<file path="config.mk">
export PLATFORM = sky130hd
export DESIGN_NAME = nvm_status_guard
export DESIGN_NICKNAME = d
export VERILOG_FILES = /design/src/rtl/nsg_pkg.sv /design/src/rtl/nsg_prot_decode.sv /design/src/rtl/nsg_wel.sv /design/src/rtl/nsg_stwr.sv /design/src/rtl/nvm_status_guard.sv
export SDC_FILE = /design/constraint.sdc
export NUM_CORES = 1
export LEC_CHECK = 0
export ABC_AREA = 1
export BUFFER_PORTS_ARGS = -buffer_cell sky130_fd_sc_hd__buf_2
export CORE_MARGIN = 2
export CORE_UTILIZATION = 38
export DETAILED_ROUTE_END_ITERATION = 8
export PLACE_DENSITY = 0.76
export SETUP_SLACK_MARGIN = 0.3
export SLEW_MARGIN = 20
export SYNTH_ARGS = -nofsm -noshare
export SYNTH_HDL_FRONTEND = slang
export SYNTH_HIERARCHICAL = 1
export SYNTH_SLANG_ARGS = --single-unit
</file>
<file path="constraint.sdc">
create_clock -name clk -period 1.3 [get_ports clk]
set_input_delay 0.26 -clock clk [delete_from_list [all_inputs] [get_ports clk]]
set_output_delay 0.26 -clock clk [all_outputs]
set_load 0.005 [all_outputs]
</file>
<file path="src/rtl/nsg_pkg.sv">
package nsg_pkg;

  // Nonvolatile protect state.
  typedef struct packed {
    logic       lock_en;
    logic [1:0] blk;
  } nv_bits_t;

  // Is a region guarded, given the block code and the two top address bits?
  function automatic logic blk_hit(input logic [1:0] code, input logic [1:0] top2);
    case (code)
      2'b00:   blk_hit = 1'b0;
      2'b01:   blk_hit = (top2 == 2'b11);
      2'b10:   blk_hit = top2[1];
      default: blk_hit = 1'b1;
    endcase
  endfunction

endpackage

</file>
<file path="src/rtl/nsg_prot_decode.sv">
module nsg_prot_decode #(
  parameter int ADDR_W = 13
) (
  input  logic [1:0]        blk,
  input  logic [ADDR_W-1:0] addr,
  output logic              prot
);
  import nsg_pkg::*;

  logic [1:0] top2;

  generate
    if (ADDR_W > 2) begin : g_wide
      logic unused_low;
      assign top2       = addr[ADDR_W-1 -: 2];
      assign unused_low = ^addr[ADDR_W-3:0];
    end else begin : g_narrow
      assign top2 = addr[1:0];
    end
  endgenerate

  assign prot = blk_hit(blk, top2);

endmodule

</file>
<file path="src/rtl/nsg_wel.sv">
module nsg_wel (
  input  logic clk,
  input  logic rst_n,
  input  logic arm,
  input  logic disarm,
  input  logic busy_i,
  output logic latch
);
  logic busy_q;

  always_ff @(posedge clk or negedge rst_n) begin
    if (!rst_n) begin
      latch  <= 1'b0;
      busy_q <= 1'b0;
    end else begin
      busy_q <= busy_i;
      if (busy_q && !busy_i) latch <= 1'b0;
      else if (!busy_i) begin
        if (disarm)   latch <= 1'b0;
        else if (arm) latch <= 1'b1;
      end
    end
  end

  AST_LATCH_DROPS_AFTER_CYCLE: assert property (@(posedge clk) disable iff (!rst_n)
    (busy_q && !busy_i) |=> !latch);

  AST_CLEAR_WINS: assert property (@(posedge clk) disable iff (!rst_n)
    (disarm && !busy_i) |=> !latch);

endmodule

</file>
<file path="src/rtl/nsg_stwr.sv">
module nsg_stwr
  import nsg_pkg::*;
#(
  parameter logic       RST_LOCK_EN = 1'b0,
  parameter logic [1:0] RST_BLK     = 2'b00
) (
  input  logic       clk,
  input  logic       rst_n,
  input  logic       sel_n,
  input  logic       lock_pin_n,
  input  logic       stb,
  input  logic [7:0] data,
  input  logic       permit,
  output nv_bits_t   nv
);
  logic     sel_q, lock_q, pend;
  nv_bits_t pend_data;
  logic     sel_rise, lock_fall, commit;
  logic     unused_bits;

  assign unused_bits = ^{data[6:4], data[1:0]};
  assign sel_rise    = sel_n && !sel_q;
  assign lock_fall   = lock_q && !lock_pin_n;
  assign commit      = sel_rise && pend;

  always_ff @(posedge clk or negedge rst_n) begin
    if (!rst_n) begin
      sel_q     <= 1'b1;
      lock_q    <= 1'b1;
      pend      <= 1'b0;
      pend_data <= '0;
      nv        <= '{lock_en: RST_LOCK_EN, blk: RST_BLK};
    end else begin
      sel_q  <= sel_n;
      lock_q <= lock_pin_n;
      if (sel_n) pend <= 1'b0;
      else if (lock_fall && nv.lock_en) pend <= 1'b0;
      else if (stb && permit) begin
        pend      <= 1'b1;
        pend_data <= '{lock_en: data[7], blk: data[3:2]};
      end
      if (commit) nv <= pend_data;
    end
  end

  AST_CANCEL_ON_PIN_FALL: assert property (@(posedge clk) disable iff (!rst_n)
    (!sel_n && lock_fall && nv.lock_en) |=> !pend);

  AST_NV_HOLDS_OUTSIDE_COMMIT: assert property (@(posedge clk) disable iff (!rst_n)
    !sel_rise |=> $stable(nv));

endmodule

</file>
<file path="src/rtl/nvm_status_guard.sv">
module nvm_status_guard
  import nsg_pkg::*;
#(
  parameter int         ADDR_W      = 13,
  parameter logic       RST_LOCK_EN = 1'b0,
  parameter logic [1:0] RST_BLK     = 2'b00
) (
  input  logic              clk,
  input  logic              rst_n,
  input  logic              sel_n,
  input  logic              lock_pin_n,
  input  logic              we_arm,
  input  logic              we_disarm,
  input  logic              st_wr_stb,
  input  logic [7:0]        st_wr_data,
  input  logic              busy_i,
  input  logic [ADDR_W-1:0] q_addr,
  output logic [7:0]        status_byte,
  output logic              array_wr_ok,
  output logic              status_wr_ok
);
  nv_bits_t nv;
  logic     latch, prot, hw_lock;

  nsg_wel u_wel (
    .clk(clk), .rst_n(rst_n), .arm(we_arm), .disarm(we_disarm),
    .busy_i(busy_i), .latch(latch)
  );

  nsg_stwr #(.RST_LOCK_EN(RST_LOCK_EN), .RST_BLK(RST_BLK)) u_stwr (
    .clk(clk), .rst_n(rst_n), .sel_n(sel_n), .lock_pin_n(lock_pin_n),
    .stb(st_wr_stb), .data(st_wr_data), .permit(status_wr_ok), .nv(nv)
  );

  nsg_prot_decode #(.ADDR_W(ADDR_W)) u_dec (
    .blk(nv.blk), .addr(q_addr), .prot(prot)
  );

  assign hw_lock      = nv.lock_en && !lock_pin_n;
  assign status_wr_ok = latch && !busy_i && !hw_lock;
  assign array_wr_ok  = latch && !busy_i && !prot;
  assign status_byte  = busy_i ? 8'hFF : {nv.lock_en, 3'b000, nv.blk, latch, 1'b0};

  AST_BUSY_NO_PERMIT: assert property (@(posedge clk) disable iff (!rst_n)
    busy_i |-> (!array_wr_ok && !status_wr_ok));

  AST_LOCK_REFUSES: assert property (@(posedge clk) disable iff (!rst_n)
    (status_byte[7] && !busy_i && !lock_pin_n) |-> !status_wr_ok);

  AST_TOP_ADDR_GUARDED: assert property (@(posedge clk) disable iff (!rst_n)
    ((status_byte[3:2] != 2'b00) && (&q_addr)) |-> !array_wr_ok);

  AST_NO_WRITE_UNARMED: assert property (@(posedge clk) disable iff (!rst_n)
    (!busy_i && !status_byte[1]) |-> (!array_wr_ok && !status_wr_ok));

endmodule

</file>
==> results.sh, run 1 <==
export IMPL_status="finished, violations left"
export IMPL_violations="setup timing"
export IMPL_synthCells=61
export IMPL_clock_sinks=11
export IMPL_syn_area_sq_um=527
export IMPL_max_slew_margin_pct=84.2
export IMPL_initial_core_util_pct=40.5
export IMPL_gp_congestion=0.691
export IMPL_grt_overflow=0
export IMPL_htree_levels=1
export IMPL_fillers=135
export IMPL_syn_avg_cell_area_sq_um=8.64
export IMPL_hold_path_class="in2reg"
export IMPL_detail_route_iter0_violations=6
export IMPL_seq_area_frac_synth_pct=52.7
export IMPL_die_h_um=41.2
export IMPL_hpwlAfterDp_um=758
export IMPL_leakage_nw=0.400
export IMPL_p_per_area_nw_per_um2=1220
export IMPL_maxCapViolCount=0
export IMPL_worst_pin_slew_ps=237
export IMPL_wl_um=970
export IMPL_preCtsSetupSlack_ps=125
export IMPL_yosys_register_bits=11
export IMPL_grt_use_met1_pct=14.3
export IMPL_startpoint_type="register"
export IMPL_crit_fanout=4
export IMPL_worstPathArrival_ps=1050
export IMPL_cp_data_required_time_ps=1040
export IMPL_max_freq_mhz=763
export IMPL_clockBufferDepth=2
export IMPL_r2r_end="u_stwr/pend_data[2]"
export IMPL_root_buffer="clkbuf_4"
export IMPL_skew_ps=1.56
export IMPL_power_uw=884
export IMPL_ys_types=15
export IMPL_hold_viol=0
export IMPL_globalRouteMet3Util_pct=3.26
export IMPL_core_region_area_sq_um=1300
export IMPL_reg2reg_from="u_stwr/nv[2]"
export IMPL_die_width_um=41.2
export IMPL_setup_violations_final=1
export IMPL_diodes=0
export IMPL_fin_area_sq_um=722
export IMPL_slew_viol_final=0
export IMPL_rows=13
export IMPL_clk_latency_ps=260
export IMPL_grt_use_met2_pct=25.8
export IMPL_hold_depth=1
export IMPL_area_growth_pct=37.1
export IMPL_fin_ws_ps=-9.82
export IMPL_rsz0062_at_grt="yes"
export IMPL_drt_pass1_iter_count=4
export IMPL_min_period_ps=1310
export IMPL_crit_type="reg2out"
export IMPL_fin_crit_sh_pct=101
export IMPL_via_per_inst=4.61
export IMPL_ioPinCount=39
export IMPL_min_to="u_stwr/sel_q"
export IMPL_drtAntennaViolNets=0
export IMPL_dp_cells=94
export IMPL_vias=479
export IMPL_final_layout_size_suffix_gt1_share_pct=50.6
export IMPL_layout_common_cells="buf_2 (21), nand2_1 (14), dfrtp_1 (9)"
export IMPL_end_kind="output pin"
export IMPL_wl_per_cell_um=9.33
export IMPL_vdd_ir_drop_max_uv=627
export IMPL_rr_worst_depth=9
export IMPL_io_buffers=22
export IMPL_final_nets=119
export IMPL_drc=0
export IMPL_grt_busiest_layer="met2"
export IMPL_cts_tree="yes"
export IMPL_place_area_sq_um=626
export IMPL_cts_buffers_inserted=3
export IMPL_grt_pass1_vias=420
export IMPL_layout_commonest_cell="buf_2"
export IMPL_dieArea_sq_um=1700
export IMPL_grt_max_degree=12
export IMPL_yosys_warnings=6
export IMPL_syn_nets=90
export IMPL_hold_start="sel_n"
export IMPL_antenna_found_initial=0
export IMPL_path_clk_slew_ps=70
export IMPL_track_usage_pct=13.9
export IMPL_rrSetupSlack_ps=170
export IMPL_post_layout_nonfiller_instances=104
export IMPL_grt_pass1_wl_um=1500
## critical path, cell delays in order (launching register included)
cell and delay (ps):
dfrtp_1 400, o21ai_1 130, nand2_1 70, nor2_1 70, buf_2 110
## report_power, final
| part | internal [mW] | switching [mW] |
|---|---|---|
| Combinational | 0.122 | 0.0991 |
| Sequential | 0.400 | 0.0362 |
| Clock | 0.119 | 0.108 |
## registers in the layout, summed over array words and instances, names as in the netlist
signal,flops
u_stwr/lock_q,1
u_stwr/nv,3
u_wel/latch,1
u_stwr/pend,1
u_stwr/pend_data,3
u_wel/busy_q,1
u_stwr/sel_q,1
## cell families (layout without fill, tap and decap cells)
| logic type | after synthesis | in the layout | share of synthesized area, % |
|---|---|---|---|
| AO/OA/AOI/OAI | 2 | 2 | 1.90 |
| buffers and inverters | 10 | 38 | 9.98 |
| flip-flops | 11 | 11 | 52.7 |
| AND/OR/NAND/NOR | 38 | 38 | 35.4 |
## synthesized netlist by cell type
cell,count,share of area (%)
or2_1,3,3.6
dfstp_2,2,10
inv_1,3,2.1
nor2_4,1,2.1
nand4_1,3,3.6
buf_4,4,5.7
nand3_1,5,4.7
inv_2,3,2.1
nand3_2,2,3.8
o21ai_1,1,0.95
nor2_1,6,4.3
nand2_1,17,12
nand2_2,1,1.2
dfrtp_1,9,43
a21oi_1,1,0.95
## cell type report
class	count	area (sq um)	area share, %
multi-input combinational	40	209	28.9
timing repair buffer	28	168	23.2
tap	15	18.8	2.60
sequential	11	278	38.5
clock buffer	4	26.3	3.64
inverter	6	22.5	3.12
## stage by stage
step	TNS, ps	hold WS, ps	util, %
2_1_floorplan	0	-35.6	-
3_3_place_gp	0	136	48.1
3_5_place_dp	0	138	48.1
4_1_cts	-22.2	102	53.9
5_1_grt	-84.8	96.6	55.5
6_report	-9.82	109	55.5
## how the worst max path moves through the flow
stage	from	endpoint	slack (ps)	cells past startpoint
after global placement	busy_i	u_stwr/pend_data[1]	140	9
after CTS	u_stwr/nv[0]	array_wr_ok	-20	4
final	u_stwr/nv[0]	array_wr_ok	-10	4
after detailed placement	busy_i	u_stwr/pend_data[2]	120	9
after global routing	u_stwr/nv[0]	array_wr_ok	-80	4
after floorplan	u_stwr/nv[2]	u_stwr/pend_data[0]	230	8
## per-layer routing
layer / wire length [um] / up-vias
li1: - / 245
met1: 414 / 214
met2: 476 / 20
met3: 78 / 0
met4: 0 / 0
met5: 0 / -
## what timing repair did
item                                   CTS  global route
resized for setup                        1             7
setup endpoints to repair               10            10
endpoints found under the hold margin    9             0
pin swaps                                8             1
hold buffers                             1             0
setup buffers                            5             0
Power figures use the tool's default switching activity.
==> run 2: changes to the inputs <==
--- a/config.mk
+++ b/config.mk
@@ -5,12 +5,11 @@
 export SDC_FILE = /design/constraint.sdc
 export NUM_CORES = 1
 export LEC_CHECK = 0
-export ABC_AREA = 1
 export BUFFER_PORTS_ARGS = -buffer_cell sky130_fd_sc_hd__buf_2
 export CORE_MARGIN = 2
-export CORE_UTILIZATION = 38
+export CORE_UTILIZATION = 33
 export DETAILED_ROUTE_END_ITERATION = 8
-export PLACE_DENSITY = 0.76
+export PLACE_DENSITY = 0.71
 export SETUP_SLACK_MARGIN = 0.3
 export SLEW_MARGIN = 20
 export SYNTH_ARGS = -nofsm -noshare
==> constraint.sdc (replaced) <==
create_clock -name clk -period 1.2 [get_ports clk]
set_input_delay 0.24 -clock clk [delete_from_list [all_inputs] [get_ports clk]]
set_output_delay 0.24 -clock clk [all_outputs]
set_load 0.005 [all_outputs]
==> results.sh, run 2 <==
export IMPL_cp_cell_sequence="and3b_2 > nor3_4 > mux2_2"
export IMPL_dieArea_sq_um=1880
export IMPL_startpoint_type="register"
export IMPL_min_period_ps=1380
export IMPL_maxCapViolCount=0
export IMPL_yosysMostFrequentCell="dfrtp_1"
export IMPL_rr_worst_depth=3
export IMPL_synth_largest_area_cell="dfrtp_1"
export IMPL_cp_data_required_time_ps=1350
export IMPL_clock_sinks=11
export IMPL_reg_top3="u_stwr/nv (3), u_stwr/pend_data (3)"
export IMPL_area_growth_pct=47.2
export IMPL_reg2reg_from="u_stwr/nv[2]"
export IMPL_clockBufferDepth=2
export IMPL_max_freq_mhz=727
export IMPL_layout_commonest_cell="buf_2"
export IMPL_seq_area_frac_synth_pct=54.3
export IMPL_final_layout_size_suffix_gt1_share_pct=67.1
export IMPL_synth_area_leaders="dfrtp_1 (44%), mux2_2 (13%), dfstp_2 (10%)"
export IMPL_grt_max_degree=12
export IMPL_tns_ps=-1160
export IMPL_via_per_inst=4.62
export IMPL_track_usage_pct=12.5
export IMPL_rows=14
export IMPL_end_kind="register"
export IMPL_wl_per_cell_um=11.5
export IMPL_wl_um=1020
export IMPL_hold_depth=1
export IMPL_crit_type="reg2reg"
export IMPL_initial_core_util_pct=34.8
export IMPL_yosys_warnings=6
export IMPL_synth_top_cell_area_share_pct=44.0
export IMPL_cp_top_family="simple AND/OR/NAND/NOR gates"
export IMPL_root_buffer="clkbuf_4"
export IMPL_preCtsSetupSlack_ps=-202
export IMPL_gp_congestion=0.660
export IMPL_hold_path_class="in2reg"
export IMPL_yosys_register_bits=11
export IMPL_detail_route_iter0_violations=7
export IMPL_skew_ps=2.33
export IMPL_max_slew_margin_pct=83.9
export IMPL_grt_pass1_wl_um=1640
export IMPL_synthCells=41
export IMPL_rsz0062_at_grt="yes"
export IMPL_synthTopCellsByCount="dfrtp_1 (9), mux2_2 (6), buf_4 (4), or2_1 (4)"
export IMPL_ys_types=18
export IMPL_worst_pin_slew_ps=241
export IMPL_crit_fanout=3
export IMPL_core_region_area_sq_um=1470
export IMPL_slew_viol_final=0
export IMPL_clk_latency_ps=260
export IMPL_antenna_found_initial=0
export IMPL_fin_crit_sh_pct=115
export IMPL_hold_viol=0
export IMPL_fin_ws_ps=-176
export IMPL_layout_common_cells="buf_2 (22), dfrtp_1 (9), buf_4 (7)"
export IMPL_ioPinCount=39
export IMPL_cts_buffers_inserted=3
export IMPL_worst_path_buf_inv=0
export IMPL_vias=411
export IMPL_p_per_area_nw_per_um2=1370
export IMPL_final_nets=103
export IMPL_syn_area_sq_um=512
export IMPL_cts_tree="yes"
export IMPL_setup_violations_final=9
export IMPL_grt_overflow=0
export IMPL_vdd_ir_drop_max_uv=642
export IMPL_path_clk_slew_ps=70
export IMPL_htree_levels=1
export IMPL_rrSetupSlack_ps=-180
export IMPL_status="finished, violations left"
export IMPL_fillers=132
export IMPL_syn_nets=70
export IMPL_fin_util_pct=51.2
export IMPL_min_to="u_stwr/lock_q"
export IMPL_diodes=0
export IMPL_io_buffers=22
export IMPL_drc=0
export IMPL_drt_pass1_iter_count=2
export IMPL_grt_pass1_vias=374
export IMPL_r2r_end="u_stwr/pend_data[2]"
export IMPL_violations="setup timing"
export IMPL_leakage_nw=0.390
export IMPL_hold_start="lock_pin_n"
export IMPL_die_h_um=43.4
export IMPL_synth_edf_count=0
export IMPL_hold_worst_slack_ps=94.8
export IMPL_drtAntennaViolNets=0
export IMPL_worstPathArrival_ps=1530
export IMPL_cpPeakStageDelay_ps=430
export IMPL_synth_async_reset_ratio_pct=100
export IMPL_worst_path_max_delay_cell="dfrtp_1"
export IMPL_die_width_um=43.4
export IMPL_syn_avg_cell_area_sq_um=12.5
export IMPL_synthFlopType="dfrtp_1"
export IMPL_crit_start="u_stwr/nv[2]"
-- run 2: cell types whose count changed in the layout (fill, tap and decap cells not counted), moves of 3 or more --
cell,change
nand2_1,-13
inv_2,-4
nand3_1,-4
buf_4,+3
mux2_2,+3
mux2_4,+3
nand2_2,-3
nand4_1,-3
-- run 2: cell families (layout without fill, tap and decap cells) --
logic type	after synthesis	count (layout)	synth area share, %
AO/OA/AOI/OAI	4	4	5.87
buffers and inverters	6	38	7.34
flip-flops	11	11	54.3
AND/OR/NAND/NOR	14	14	19.3
multiplexers	6	6	13.2
-- run 2: worst max path at each step --
stage                               end  slack (ps)  cells past startpoint
floorplan           u_stwr/pend_data[0]         -80                      5
global placement    u_stwr/pend_data[0]        -180                      6
detailed placement  u_stwr/pend_data[2]        -200                      6
CTS                 u_stwr/pend_data[2]        -180                      5
global route             status_byte[7]        -220                      3
finish              u_stwr/pend_data[2]        -180                      3
-- run 2: cell type report --
cell class	count	area, sq um	share of cell area, %
Clock buffer	4	26.3	3.49
Inverter	2	7.51	0.997
Multi-Input combinational cell	24	226	30.1
Sequential cell	11	278	36.9
Tap cell	16	20.0	2.66
Timing Repair Buffer	32	195	25.9
-- run 2: per-layer routing --
layer  wire length [um]  GRT usage, %  vias up
met3                 79          3.75        2
met2                492          18.8       18
met1                439          15.1      188
met4                 10          9.09        0
li1                   -             -      203
met5                  0             0        -
-- run 2: power by group --
part           total, mW  leakage [nW]  internal, mW  switching (mW)
clock network      0.247        0.0150         0.129           0.118
registers          0.498         0.135         0.442          0.0560
logic              0.290         0.240         0.197          0.0933
-- run 2: what timing repair did --
| action | CTS | global route |
|---|---|---|
| pin swaps | 2 | 0 |
| hold buffers | 1 | 0 |
| cloned | 0 | 0 |
| endpoints found under the hold margin | 9 | 0 |
| buffers inserted | 2 | 2 |
| endpoints found under the setup margin | 13 | 13 |
| resized for setup | 2 | 3 |
-- run 2: metrics by stage --
stage / cells / instance area, sq um / total power [mW]
floorplan: 41 / 526 / 0.616
global placement: 80 / 663 / 0.712
detailed placement: 80 / 663 / 0.728
CTS: 87 / 722 / 1.02
global route: 89 / 753 / 1.10
finish: 89 / 753 / 1.04
==> run 3: changes to the inputs <==
--- a/config.mk
+++ b/config.mk
@@ -10,7 +10,7 @@
 export CORE_UTILIZATION = 33
 export DETAILED_ROUTE_END_ITERATION = 8
 export PLACE_DENSITY = 0.71
-export SETUP_SLACK_MARGIN = 0.3
+export SETUP_SLACK_MARGIN = 0.15
 export SLEW_MARGIN = 20
 export SYNTH_ARGS = -nofsm -noshare
 export SYNTH_HDL_FRONTEND = slang
==> results.sh, run 3 (synthesis gave the netlist of run 2 again) <==
export IMPL_status="finished, violations left"
export IMPL_violations="setup timing"
export IMPL_gp_congestion=0.660
export IMPL_clockBufferDepth=2
export IMPL_hold_viol=0
export IMPL_hold_path_class="in2reg"
export IMPL_fin_ws_ps=-176
export IMPL_grt_pass1_wl_um=1640
export IMPL_area_growth_pct=47.2
export IMPL_startpoint_type="register"
export IMPL_grt_use_met1_pct=15.1
export IMPL_fillers=132
export IMPL_cp_data_required_time_ps=1350
export IMPL_fin_crit_sh_pct=115
export IMPL_end_kind="register"
export IMPL_die_width_um=43.4
export IMPL_io_buffers=22
export IMPL_drtAntennaViolNets=0
export IMPL_hold_depth=1
export IMPL_leakage_nw=0.390
export IMPL_post_layout_nonfiller_instances=89
export IMPL_root_buffer="clkbuf_4"
export IMPL_hold_start="lock_pin_n"
export IMPL_clock_sinks=11
export IMPL_setup_violations_final=9
export IMPL_cts_buffers_inserted=3
export IMPL_dieArea_sq_um=1880
export IMPL_tns_ps=-1160
export IMPL_final_nets=103
export IMPL_slew_viol_final=0
export IMPL_power_mw=1.04
export IMPL_globalRouteMet3Util_pct=3.75
export IMPL_max_slew_margin_pct=83.9
export IMPL_skew_ps=2.33
export IMPL_crit_fanout=3
export IMPL_antenna_found_initial=0
export IMPL_maxCapViolCount=0
export IMPL_crit_type="reg2reg"
export IMPL_drt_pass1_iter_count=2
export IMPL_ioPinCount=39
export IMPL_initial_core_util_pct=34.8
export IMPL_reg_top3="u_stwr/nv (3), u_stwr/pend_data (3)"
export IMPL_via_per_inst=4.62
export IMPL_final_layout_size_suffix_gt1_share_pct=67.1
export IMPL_rr_worst_depth=3
export IMPL_vdd_ir_drop_max_uv=642
export IMPL_detail_route_iter0_violations=7
export IMPL_layout_common_cells="buf_2 (22), dfrtp_1 (9), buf_4 (7)"
export IMPL_hold_worst_slack_ps=94.8
export IMPL_worstPathArrival_ps=1530
export IMPL_drc=0
export IMPL_p_per_area_nw_per_um2=1370
export IMPL_cts_tree="yes"
export IMPL_wl_um=1020
export IMPL_min_to="u_stwr/lock_q"
export IMPL_rrSetupSlack_ps=-180
export IMPL_layout_commonest_cell="buf_2"
export IMPL_die_h_um=43.4
export IMPL_grt_busiest_layer="met2"
export IMPL_clk_latency_ps=260
export IMPL_worst_pin_slew_ps=241
export IMPL_max_freq_mhz=727
export IMPL_diodes=0
export IMPL_r2r_end="u_stwr/pend_data[2]"
export IMPL_grt_max_degree=12
export IMPL_rows=14
export IMPL_grt_overflow=0
export IMPL_wl_per_cell_um=11.5
export IMPL_reg2reg_from="u_stwr/nv[2]"
export IMPL_dp_cells=80
export IMPL_rsz0062_at_grt="yes"
export IMPL_htree_levels=1
export IMPL_path_clk_slew_ps=70
export IMPL_core_region_area_sq_um=1470
export IMPL_min_period_ps=1380
export IMPL_grt_use_met2_pct=18.8
export IMPL_grt_pass1_vias=374
export IMPL_vias=411
export IMPL_track_usage_pct=12.5
==> run 3: cell counts in the layout (fill, tap and decap cells not counted) <==
No cell type changed its count.
==> run 3: repair_timing <==
item                                    CTS  global route
resized for setup                         2             3
hold buffers                              1             0
pin swaps                                 2             0
hold endpoints to repair                  9             0
endpoints found under the setup margin   12            13
setup buffers                             2             2
==> run 3: per-stage QoR <==
stage | area, sq um | util (%) | setup WS (ps)
6_report | 753 | 51.2 | -176
3_5_place_dp | 663 | 45.1 | -202
3_3_place_gp | 663 | 45.1 | -178
2_1_floorplan | 526 | - | -81.2
5_1_grt | 753 | 51.2 | -224
4_1_cts | 722 | 49.1 | -177
==> run 3: power breakdown <==
group	total, mW	switching (mW)	leakage (nW)	internal [mW]
logic	0.290	0.0933	0.240	0.197
clock network	0.247	0.118	0.0150	0.129
registers	0.498	0.0560	0.135	0.442
==> run 3: layout make-up <==
| type | instances | area [sq um] | area share (%) |
|---|---|---|---|
| sequential | 11 | 278 | 36.9 |
| inverter | 2 | 7.51 | 0.997 |
| timing repair buffer | 32 | 195 | 25.9 |
| tap | 16 | 20.0 | 2.66 |
| multi-input combinational | 24 | 226 | 30.1 |
| clock buffer | 4 | 26.3 | 3.49 |
==> run 3: critical path, stage by stage (launching register included) <==
cell and delay (ps):
dfrtp_1 430, and3b_2 270, nor3_4 210, mux2_2 360
==> run 3: routing by layer <==
metal | wire (um) | vias up
met1 | 439 | 188
met5 | 0 | -
met3 | 79 | 2
met4 | 10 | 0
li1 | - | 203
met2 | 492 | 18
==> run 3: worst max-delay path by stage <==
| stage | startpoint | cells past startpoint | slack, ps | endpoint |
|---|---|---|---|---|
| final | u_stwr/nv[2] | 3 | -180 | u_stwr/pend_data[2] |
| after floorplan | u_wel/latch | 5 | -80 | u_stwr/pend_data[0] |
| after global routing | u_stwr/nv[2] | 3 | -220 | status_byte[7] |
| after global placement | busy_i | 6 | -180 | u_stwr/pend_data[0] |
| after CTS | u_wel/latch | 5 | -180 | u_stwr/pend_data[2] |
| after detailed placement | busy_i | 6 | -200 | u_stwr/pend_data[2] |
